## src/rtl/i2c_eeprom_target.sv

```systemverilog
module i2c_eeprom_target #(
  parameter int DENSITY_KB   = 2,
  parameter int WRITE_CYCLES = 1000
) (
  input  logic       clk,
  input  logic       rst_n,
  input  logic       scl_i,
  input  logic       sda_i,
  output logic       sda_oe,
  input  logic [2:0] addr_pins,
  input  logic       wp
);
  localparam int DEPTH      = DENSITY_KB * 128;
  localparam int ADDR_W     = $clog2(DEPTH);
  localparam int LOW_W      = (ADDR_W > 8) ? 8 : ADDR_W;
  localparam int BLK_W      = ADDR_W - LOW_W;
  localparam int PAGE_BYTES = (DENSITY_KB <= 2) ? 8 : 16;
  localparam int PAGE_W     = $clog2(PAGE_BYTES);
  localparam int BUSY_W     = $clog2(WRITE_CYCLES + 1);
  localparam logic [ADDR_W-1:0] LOW_MASK = ADDR_W'((1 << LOW_W) - 1);

  typedef enum logic [2:0] {S_IDLE, S_RX, S_ACK, S_TX, S_MACK, S_RLOAD} state_t;
  typedef enum logic [1:0] {P_SEL, P_WORD, P_DATA} phase_t;

  logic [1:0] scl_s, sda_s;
  logic       scl_q, sda_q;
  logic       scl, sda;
  assign scl = scl_s[1];
  assign sda = sda_s[1];

  always_ff @(posedge clk) begin
    if (!rst_n) begin
      scl_s <= 2'b11;
      sda_s <= 2'b11;
      scl_q <= 1'b1;
      sda_q <= 1'b1;
    end else begin
      scl_s <= {scl_s[0], scl_i};
      sda_s <= {sda_s[0], sda_i};
      scl_q <= scl;
      sda_q <= sda;
    end
  end

  logic scl_rise, scl_fall, bus_start, bus_stop;
  assign scl_rise  = scl & ~scl_q;
  assign scl_fall  = ~scl & scl_q;
  assign bus_start = scl & scl_q & sda_q & ~sda;
  assign bus_stop  = scl & scl_q & ~sda_q & sda;

  logic [7:0]            mem  [DEPTH];
  logic [7:0]            pbuf [PAGE_BYTES];
  logic [PAGE_BYTES-1:0] pvld;
  state_t                st;
  phase_t                ph;
  logic [2:0]            cnt;
  logic [6:0]            rsh;
  logic [7:0]            tsh;
  logic                  rw;
  logic [ADDR_W-1:0]     ptr;
  logic [BUSY_W-1:0]     busy_cnt;
  logic                  wr_pend;
  logic                  busy;
  logic [7:0]            rx_byte, rd_byte;
  logic                  pin_ok, sel_ok;
  logic [ADDR_W-1:0]     blk_base, word_low;

  assign busy     = busy_cnt != '0;
  assign rx_byte  = {rsh, sda};
  assign rd_byte  = mem[ptr];
  assign blk_base = ADDR_W'(rx_byte[3:1]) << LOW_W;
  assign word_low = ADDR_W'(rx_byte) & LOW_MASK;

  always_comb begin
    pin_ok = 1'b1;
    for (int k = 0; k < 3; k++)
      if (k >= BLK_W && rx_byte[k+1] != addr_pins[k]) pin_ok = 1'b0;
    sel_ok = (rx_byte[7:4] == 4'b1010) && pin_ok;
  end

  logic rx_done, take_data, commit, load_tx;
  assign rx_done   = (st == S_RX) && scl_rise && (cnt == 3'd7);
  assign take_data = rx_done && (ph == P_DATA);
  assign commit    = bus_stop && wr_pend && !wp;
  assign load_tx   = scl_fall && ((st == S_ACK && sda_oe && rw) || st == S_RLOAD);

  always_ff @(posedge clk) begin
    if (take_data) pbuf[ptr[PAGE_W-1:0]] <= rx_byte;
  end

  always_ff @(posedge clk) begin
    if (commit)
      for (int i = 0; i < PAGE_BYTES; i++)
        if (pvld[i]) mem[{ptr[ADDR_W-1:PAGE_W], PAGE_W'(i)}] <= pbuf[i];
  end

  always_ff @(posedge clk) begin
    if (!rst_n) begin
      st       <= S_IDLE;
      ph       <= P_SEL;
      cnt      <= '0;
      rsh      <= '0;
      tsh      <= '0;
      rw       <= 1'b0;
      ptr      <= '0;
      busy_cnt <= '0;
      wr_pend  <= 1'b0;
      pvld     <= '0;
      sda_oe   <= 1'b0;
    end else begin
      if (busy) busy_cnt <= busy_cnt - 1'b1;
      if (bus_stop) begin
        st      <= S_IDLE;
        sda_oe  <= 1'b0;
        wr_pend <= 1'b0;
        pvld    <= '0;
        if (commit) busy_cnt <= BUSY_W'(WRITE_CYCLES);
      end else if (bus_start && !busy) begin
        st      <= S_RX;
        ph      <= P_SEL;
        cnt     <= '0;
        sda_oe  <= 1'b0;
        wr_pend <= 1'b0;
        pvld    <= '0;
      end else if (load_tx) begin
        tsh    <= rd_byte;
        sda_oe <= ~rd_byte[7];
        cnt    <= '0;
        st     <= S_TX;
      end else begin
        case (st)
          S_RX: if (scl_rise) begin
            rsh <= rx_byte[6:0];
            cnt <= cnt + 1'b1;
            if (cnt == 3'd7) begin
              st <= S_ACK;
              case (ph)
                P_SEL: begin
                  if (!sel_ok) st <= S_IDLE;
                  rw  <= rx_byte[0];
                  ptr <= blk_base | (ptr & LOW_MASK);
                  ph  <= rx_byte[0] ? P_DATA : P_WORD;
                end
                P_WORD: begin
                  ptr <= (ptr & ~LOW_MASK) | word_low;
                  ph  <= P_DATA;
                end
                default: begin
                  pvld[ptr[PAGE_W-1:0]] <= 1'b1;
                  wr_pend <= 1'b1;
                  ptr <= {ptr[ADDR_W-1:PAGE_W], ptr[PAGE_W-1:0] + 1'b1};
                end
              endcase
            end
          end
          S_ACK: if (scl_fall) begin
            if (!sda_oe) sda_oe <= 1'b1;
            else begin
              sda_oe <= 1'b0;
              st     <= S_RX;
            end
          end
          S_TX: if (scl_fall) begin
            if (cnt == 3'd7) begin
              sda_oe <= 1'b0;
              st     <= S_MACK;
              ptr    <= ptr + 1'b1;
            end else begin
              tsh    <= tsh << 1;
              sda_oe <= ~tsh[6];
              cnt    <= cnt + 1'b1;
            end
          end
          S_MACK: if (scl_rise) st <= sda ? S_IDLE : S_RLOAD;
          default: ;
        endcase
      end
    end
  end
endmodule

```

## config.mk

```make
export PLATFORM = sky130hd
export DESIGN_NAME = i2c_eeprom_target
export DESIGN_NICKNAME = d
export VERILOG_FILES = /design/src/rtl/i2c_eeprom_target.sv
export SDC_FILE = /design/constraint.sdc
export NUM_CORES = 2
export LEC_CHECK = 0
export ABC_AREA = 1
export BUFFER_PORTS_ARGS = -buffer_cell sky130_fd_sc_hd__buf_2
export CORE_ASPECT_RATIO = 1.75
export CORE_MARGIN = 3
export CORE_UTILIZATION = 41
export CTS_CLUSTER_DIAMETER = 200
export DETAILED_ROUTE_END_ITERATION = 16
export PLACE_DENSITY_LB_ADDON = 0.08
export SETUP_SLACK_MARGIN = 0.15
export SKIP_LAST_GASP = 1
export SLEW_MARGIN = 20
export SYNTH_ARGS = -nofsm -noshare
export SYNTH_HDL_FRONTEND = slang
export SYNTH_SLANG_ARGS = --single-unit
```

## constraint.sdc

```tcl
create_clock -name clk -period 6.65 [get_ports clk]
set_input_delay 1.33 -clock clk [delete_from_list [all_inputs] [get_ports clk]]
set_output_delay 1.33 -clock clk [all_outputs]
set_load 0.02 [all_outputs]
```

Word-level counts from Yosys, hierarchy flattened
Memory sizes are Yosys's and may differ from the RTL's.
Cells that the tools add are included.
{"block": "op_classes", "reduce_logical": 44, "muxes": 76, "n_eq_ne": 38, "order_cmp": 2, "n_addsub": 4, "n_bitwise": 19}
{"op": "3-bit two-way mux", "count": 13}
{"op": "1-bit two-way mux", "count": 36}
{"op": "8-bit two-way mux", "count": 4}
{"op": "8-bit one-hot mux with 2 select lines", "count": 2}
{"op": "10-bit two-way mux", "count": 3}
{"op": "7-bit two-way mux", "count": 4}
{"op": "8-bit AND reduction", "count": 3}
{"op": "5-bit AND reduction", "count": 4}
{"op": "2-bit two-way mux", "count": 9}
{"op": "3-bit != test, second input constant", "count": 6}
{"op": "2-bit != test, second input constant", "count": 8}
{"op": "4-bit != test, second input constant", "count": 4}
{"op": "4-bit by 3-bit != test with 1-bit output, second input constant", "count": 3}
{"op": "3-bit one-hot mux with 4 select lines", "count": 1}
{"op": "2-bit nonzero test", "count": 6}
{"op": "1-bit logical AND", "count": 11}
{"op": "1-bit NOT", "count": 11}
{"op": "10-bit AND reduction", "count": 1}
{"op": "10-bit nonzero test", "count": 1}
{"op": "10-bit by 1-bit subtractor with 10-bit output, second input constant", "count": 1}
{"op": "3-bit == test, second input constant", "count": 3}
{"op": "9-bit AND reduction", "count": 1}
{"op": "8-bit by 1-bit adder with 8-bit output, second input constant", "count": 1}
{"op": "8-bit bitwise OR", "count": 1}
{"op": "30 further kinds", "count": 46}
{"block": "totals", "memories": 2, "inputBits": 8, "out_inout_bits": 1, "ram_bits": 2112, "reg_bits": 57}
{"memory": "mem", "depth": 256, "word_bits": 8, "rd": 1, "rd_clocked_by_memory_dff": 0, "write_ports": 8, "line": "51", "source": "logic [7:0] mem [DEPTH];"}
{"memory": "pbuf", "depth": 8, "word_bits": 8, "rd": 8, "rd_clocked_by_memory_dff": 0, "write_ports": 1, "line": "52", "source": "logic [7:0] pbuf [PAGE_BYTES];"}

Depth between registers and ports, before layout
{"block": "logic_depth", "depth_word": 12, "mapped_depth": 19}

Least setup slack after synthesis
No wires, ideal clock.
{"block": "synth_path", "path_type": "input-to-reg", "start": "input port wp", "end": "memory mem[128][0], enable pin", "arrival_time_ns": 2.459, "cell_stages": 4, "t_required_ns": 6.280, "setup_ns": 0.370, "path_slack_ns": 3.821, "path_cell_list": "nor3_2 -> nand2_1 -> clkbuf_1 -> nor2_1"}
{"item": "start: declaration", "line": "11", "source": "input logic wp"}
{"item": "end: declaration", "line": "51"}

Worst setup path in the final report
{"block": "layout_path", "start": "register ptr[2]", "end": "register sda_oe"}
{"block": "layout_via", "elab_chain_len": 3}
{"item": "start: declaration", "line": "60", "source": "logic [ADDR_W-1:0] ptr;"}
{"item": "start signal: assignment", "line": "141", "source": "ptr <= blk_base | (ptr & LOW_MASK);"}
{"item": "start signal: assignment", "line": "145", "source": "ptr <= (ptr & ~LOW_MASK) | word_low;"}
{"item": "start signal: assignment", "line": "151", "source": "ptr <= {ptr[ADDR_W-1:PAGE_W], ptr[PAGE_W-1:0] + 1'b1};"}
{"item": "memory read 256 x 8 bit"}
{"item": "1-bit NOT", "line": "127", "source": "sda_oe <= ~rd_byte[7];"}
{"item": "1-bit two-way mux", "line": "125", "source": "end else if (load_tx) begin"}
{"item": "end signal: assignment", "line": "127"}
{"item": "end signal: assignment", "line": "170", "source": "sda_oe <= ~tsh[6];"}
{"item": "end: declaration", "line": "9", "source": "output logic sda_oe,"}
No other way between the ends.
A chain may end at the register's enable or synchronous reset.

==> flow_summary.yaml <==
outcome:
  status: "finished clean"
logic_synthesis:
  yosysTopAreaCellShare_pct: 69.28
  synth_fp_nets: 8506
  synth.yosys.seq_area_share_pct: 70.53
  synth_area_leaders: "edfxtp_1 69%, nand2_1 10%, nor2_1 4.1%"
  synth_xor_area_share_pct: 0.07654
  synth_compound_area_share_pct: 3.056
  ys_types: 43
  synth_top_family_by_area: "simple AND/OR/NAND/NOR gates"
  avgSynthCellArea_um2: 10.78
  synthMuxAreaShare_pct: 0
  yosys.area_share.simple_pct: 19.64
  synth_area_leader_cell: "edfxtp_1"
  synth_fa_ha_area_share_pct: 0.06834
  ys_seq_elements: 2169
  synthCells: 8493
  yosys_warnings: 0
  syn_area_um2: 91540
worst_setup_path:
  cp_top_family: "simple AND/OR/NAND/NOR gates"
  crit_path_max_incr_delay_ns: 0.90
  cp_cell_sequence: "nand2_4, inv_4, buf_4, nand3_1, nand2_1, o21ai_0, nand4_1, nand2_1, nand2_1, nor2_1, nand2_1, nand2_1, a21oi_1"
  reg2reg_setup_slack_ns: 1.88
  crit-reg2reg-launch: "ptr[2]"
  r2r_cells: 13
  crit_end: "sda_oe"
  reg2reg_to: "sda_oe"
  cp_common_cell: "nand2_1"
  crit_buf_inv: 2
  critPathMaxFanout: 33
  crit_required_ns: 7.42
  cp-start-kind: "register"
  end_kind: "register"
  worstPathArrival_ns: 5.53
  path_class: "register to register"
  crit_path_top_delay_cell: "dfxtp_2"
  cp.depth: 13
  setup.worst_path.start: "ptr[2]"
timing:
  relSlewSlack_pct: 17.44
  layout_worst_path_cycle_share_pct: 71.66
  skew_ns: 0.03439
  tightestPinTransition_ns: 1.238
  report.final.slew_viol_count: 0
  rsz0062_at_grt: "no"
  hold_viol_final: 0
  fmaxAchievable_ghz: 0.2098
  holdWs_ns: 0.4206
  min_period_ns: 4.766
  setup_viol: 0
  tns_ns: 0
global_routing:
  grt_pass1_wl_um: 484600
  antenna_found_initial: 42
  grt_pass1_vias: 59980
  grtUsageTotal_pct: 30.72
  grt_max_degree: 176
  overflow: 0
pwr:
  power_mw: 26.42
  ir_worst_vdd_mv: 0.2930
  powerDensity_nw_per_um2: 262.4
  p_leak_nw: 39.33
floorplan:
  io_pins: 9
  start_util_pct: 41.35
  die-area_um2: 229200
  fp.dieW_um: 363.2
  core-area_um2: 221400
  placementRows: 228
  die_y_um: 631.1
routing:
  drt_iter0_markers: 7479
  viasPerCell: 5.455
  wl_per_cell_um: 30.97
  ant_nets: 0
  dr.pass1.iters: 8
  wirelength_um: 356200
  drc: 0
  num_vias: 62740
clock_tree:
  clockBufferDepth: 4
  cts_sinks: 2169
  cts_root_buf: "clkbuf_16"
  postCtsHoldBufs: 0
  cts_buffers: 204
  cts_setup_buffers: 0
  clk_pin_slew_worst_paths_ns: 0.06
  cts-resized-gates: 0
  clkLatencyLatePin_ns: 0.85
  cts_tree: "built"
  h-tree-depth: 4
layout:
  drive_gt1_share_pct: 7.301
  fin_util_pct: 45.49
  final_nets: 8461
  stdcell_count: 11500
  syn_to_final_growth_pct: 10.01
place:
  gp_congestion: 0.8780
  dp_hpwl_um: 202300
  placed_cells: 11120
  portBuffers: 8
min_path:
  hp-class: "register to register"
  min_path_cells: 1
job:
  cap_violations: 0
==> cells in the final DEF (no fill, tap or decap), types with 3 or more instances in the layout <==
cell / count
diode_2: 24
buf_12: 16
edfxtp_1: 2112
nand2_1: 2513
nor3_1: 8
or2_1: 25
o31ai_1: 5
dfxtp_1: 54
nor3_2: 4
buf_2: 8
buf_8: 3
nor2_1: 1000
nand3_1: 672
inv_1: 1002
o21ba_2: 8
clkinv_1: 55
a21oi_1: 37
o22ai_1: 3
o211ai_1: 138
bufinv_16: 9
clkinvlp_4: 6
xor2_1: 7
o21ai_0: 149
o21ai_1: 101
clkbuf_1: 44
or2_2: 153
buf_4: 137
nor2_4: 6
a31oi_1: 5
clkbuf_16: 211
a211oi_1: 11
inv_2: 5
nand4_1: 20
clkbuf_8: 9
clkinv_2: 31
nand2_2: 10
ha_1: 5
==> how the worst min path moves through the flow <==
| stage | startpoint | to |
|---|---|---|
| finish | sda_s[0] | sda_s[1] |
| global route | sda_s[0] | sda_s[1] |
| CTS | sda_s[0] | sda_s[1] |
| detailed placement | sda_s[0] | sda_s[1] |
| global placement | sda_s[0] | sda_s[1] |
| floorplan | scl_s[0] | scl_s[1] |
==> per-stage QoR <==
| stage | worst slack (ns) | instance area (um^2) |
|---|---|---|
| after global placement | 1.997 | 94350 |
| after floorplan | 3.821 | 91540 |
| after detailed placement | 1.996 | 94420 |
| final | 1.884 | 100700 |
| after global routing | 2.020 | 100700 |
| after CTS | 1.986 | 100600 |
==> sequential cells by signal, summed over array words and instances (netlist names) <==
register  flops
busy_cnt     10
pbuf         64
sda_q         1
ptr           8
st            3
wr_pend       1
sda_oe        1
sda_s         2
scl_q         1
rsh           7
cnt           3
mem        2048
scl_s         2
rw            1
pvld          8
ph            2
tsh           7
==> cells in the mapped netlist, drive strengths merged <==
| master | instances |
|---|---|
| nor2 | 1009 |
| o21bai | 1 |
| nand2 | 2524 |
| o21ai | 252 |
| clkbuf | 103 |
| a211oi | 11 |
| nor3 | 13 |
| ha | 5 |
| o211ai | 138 |
| o32ai | 1 |
| o41ai | 1 |
| dfxtp | 57 |
| o311a | 1 |
| o22ai | 3 |
| buf | 312 |
| a22o | 1 |
| a21boi | 1 |
| edfxtp | 2112 |
| nand4 | 20 |
| xnor2 | 1 |
| a21oi | 37 |
| a31oi | 5 |
| o31ai | 5 |
| xor2 | 7 |
| inv | 1009 |
| or2 | 178 |
| clkinv | 5 |
| o211a | 1 |
| nand3 | 672 |
| o21ba | 8 |
==> where the power goes <==
group / leakage [nW] / total [mW] / switching [mW] / internal [mW]
Combinational: 16.5 / 0.226 / 0.150 / 0.0760
Clock: 3.04 / 11.4 / 5.18 / 6.21
Sequential: 19.8 / 14.8 / 0.0265 / 14.8
Total: 39.3 / 26.4 / 5.35 / 21.1
==> per-layer routing <==
| layer | GRT usage, % | vias up | part of all wire [%] | wire length, um |
|---|---|---|---|---|
| li1 | - | 27770 | - | - |
| met1 | 35.51 | 31120 | 35 | 125200 |
| met2 | 53.80 | 2944 | 51 | 182200 |
| met3 | 3.563 | 898 | 6.7 | 23780 |
| met4 | 19.94 | 6 | 7.0 | 24950 |
| met5 | 0 | - | 0.012 | 41 |
==> cell families after synthesis <==
| family | after synthesis |
|---|---|
| and+or+nand+nor | 4416 |
| DFF | 2169 |
| buffers and inverters | 1429 |
| AOI/OAI and AO/OA | 466 |
| xor gates and xnor gates | 8 |
| adders and majority gates | 5 |
==> area by class of cell <==
cell class	count	area (um^2)
multi-input cells	4895	20990
clock inverters	96	656.9
inverters	1014	3826
clock buffers	264	5569
repair buffers	164	1434
flip-flops and latches	2169	64570
well taps	2875	3597
diodes	24	60.06
fillers	20680	120700
Note: power is estimated with default switching activity, not from simulation.
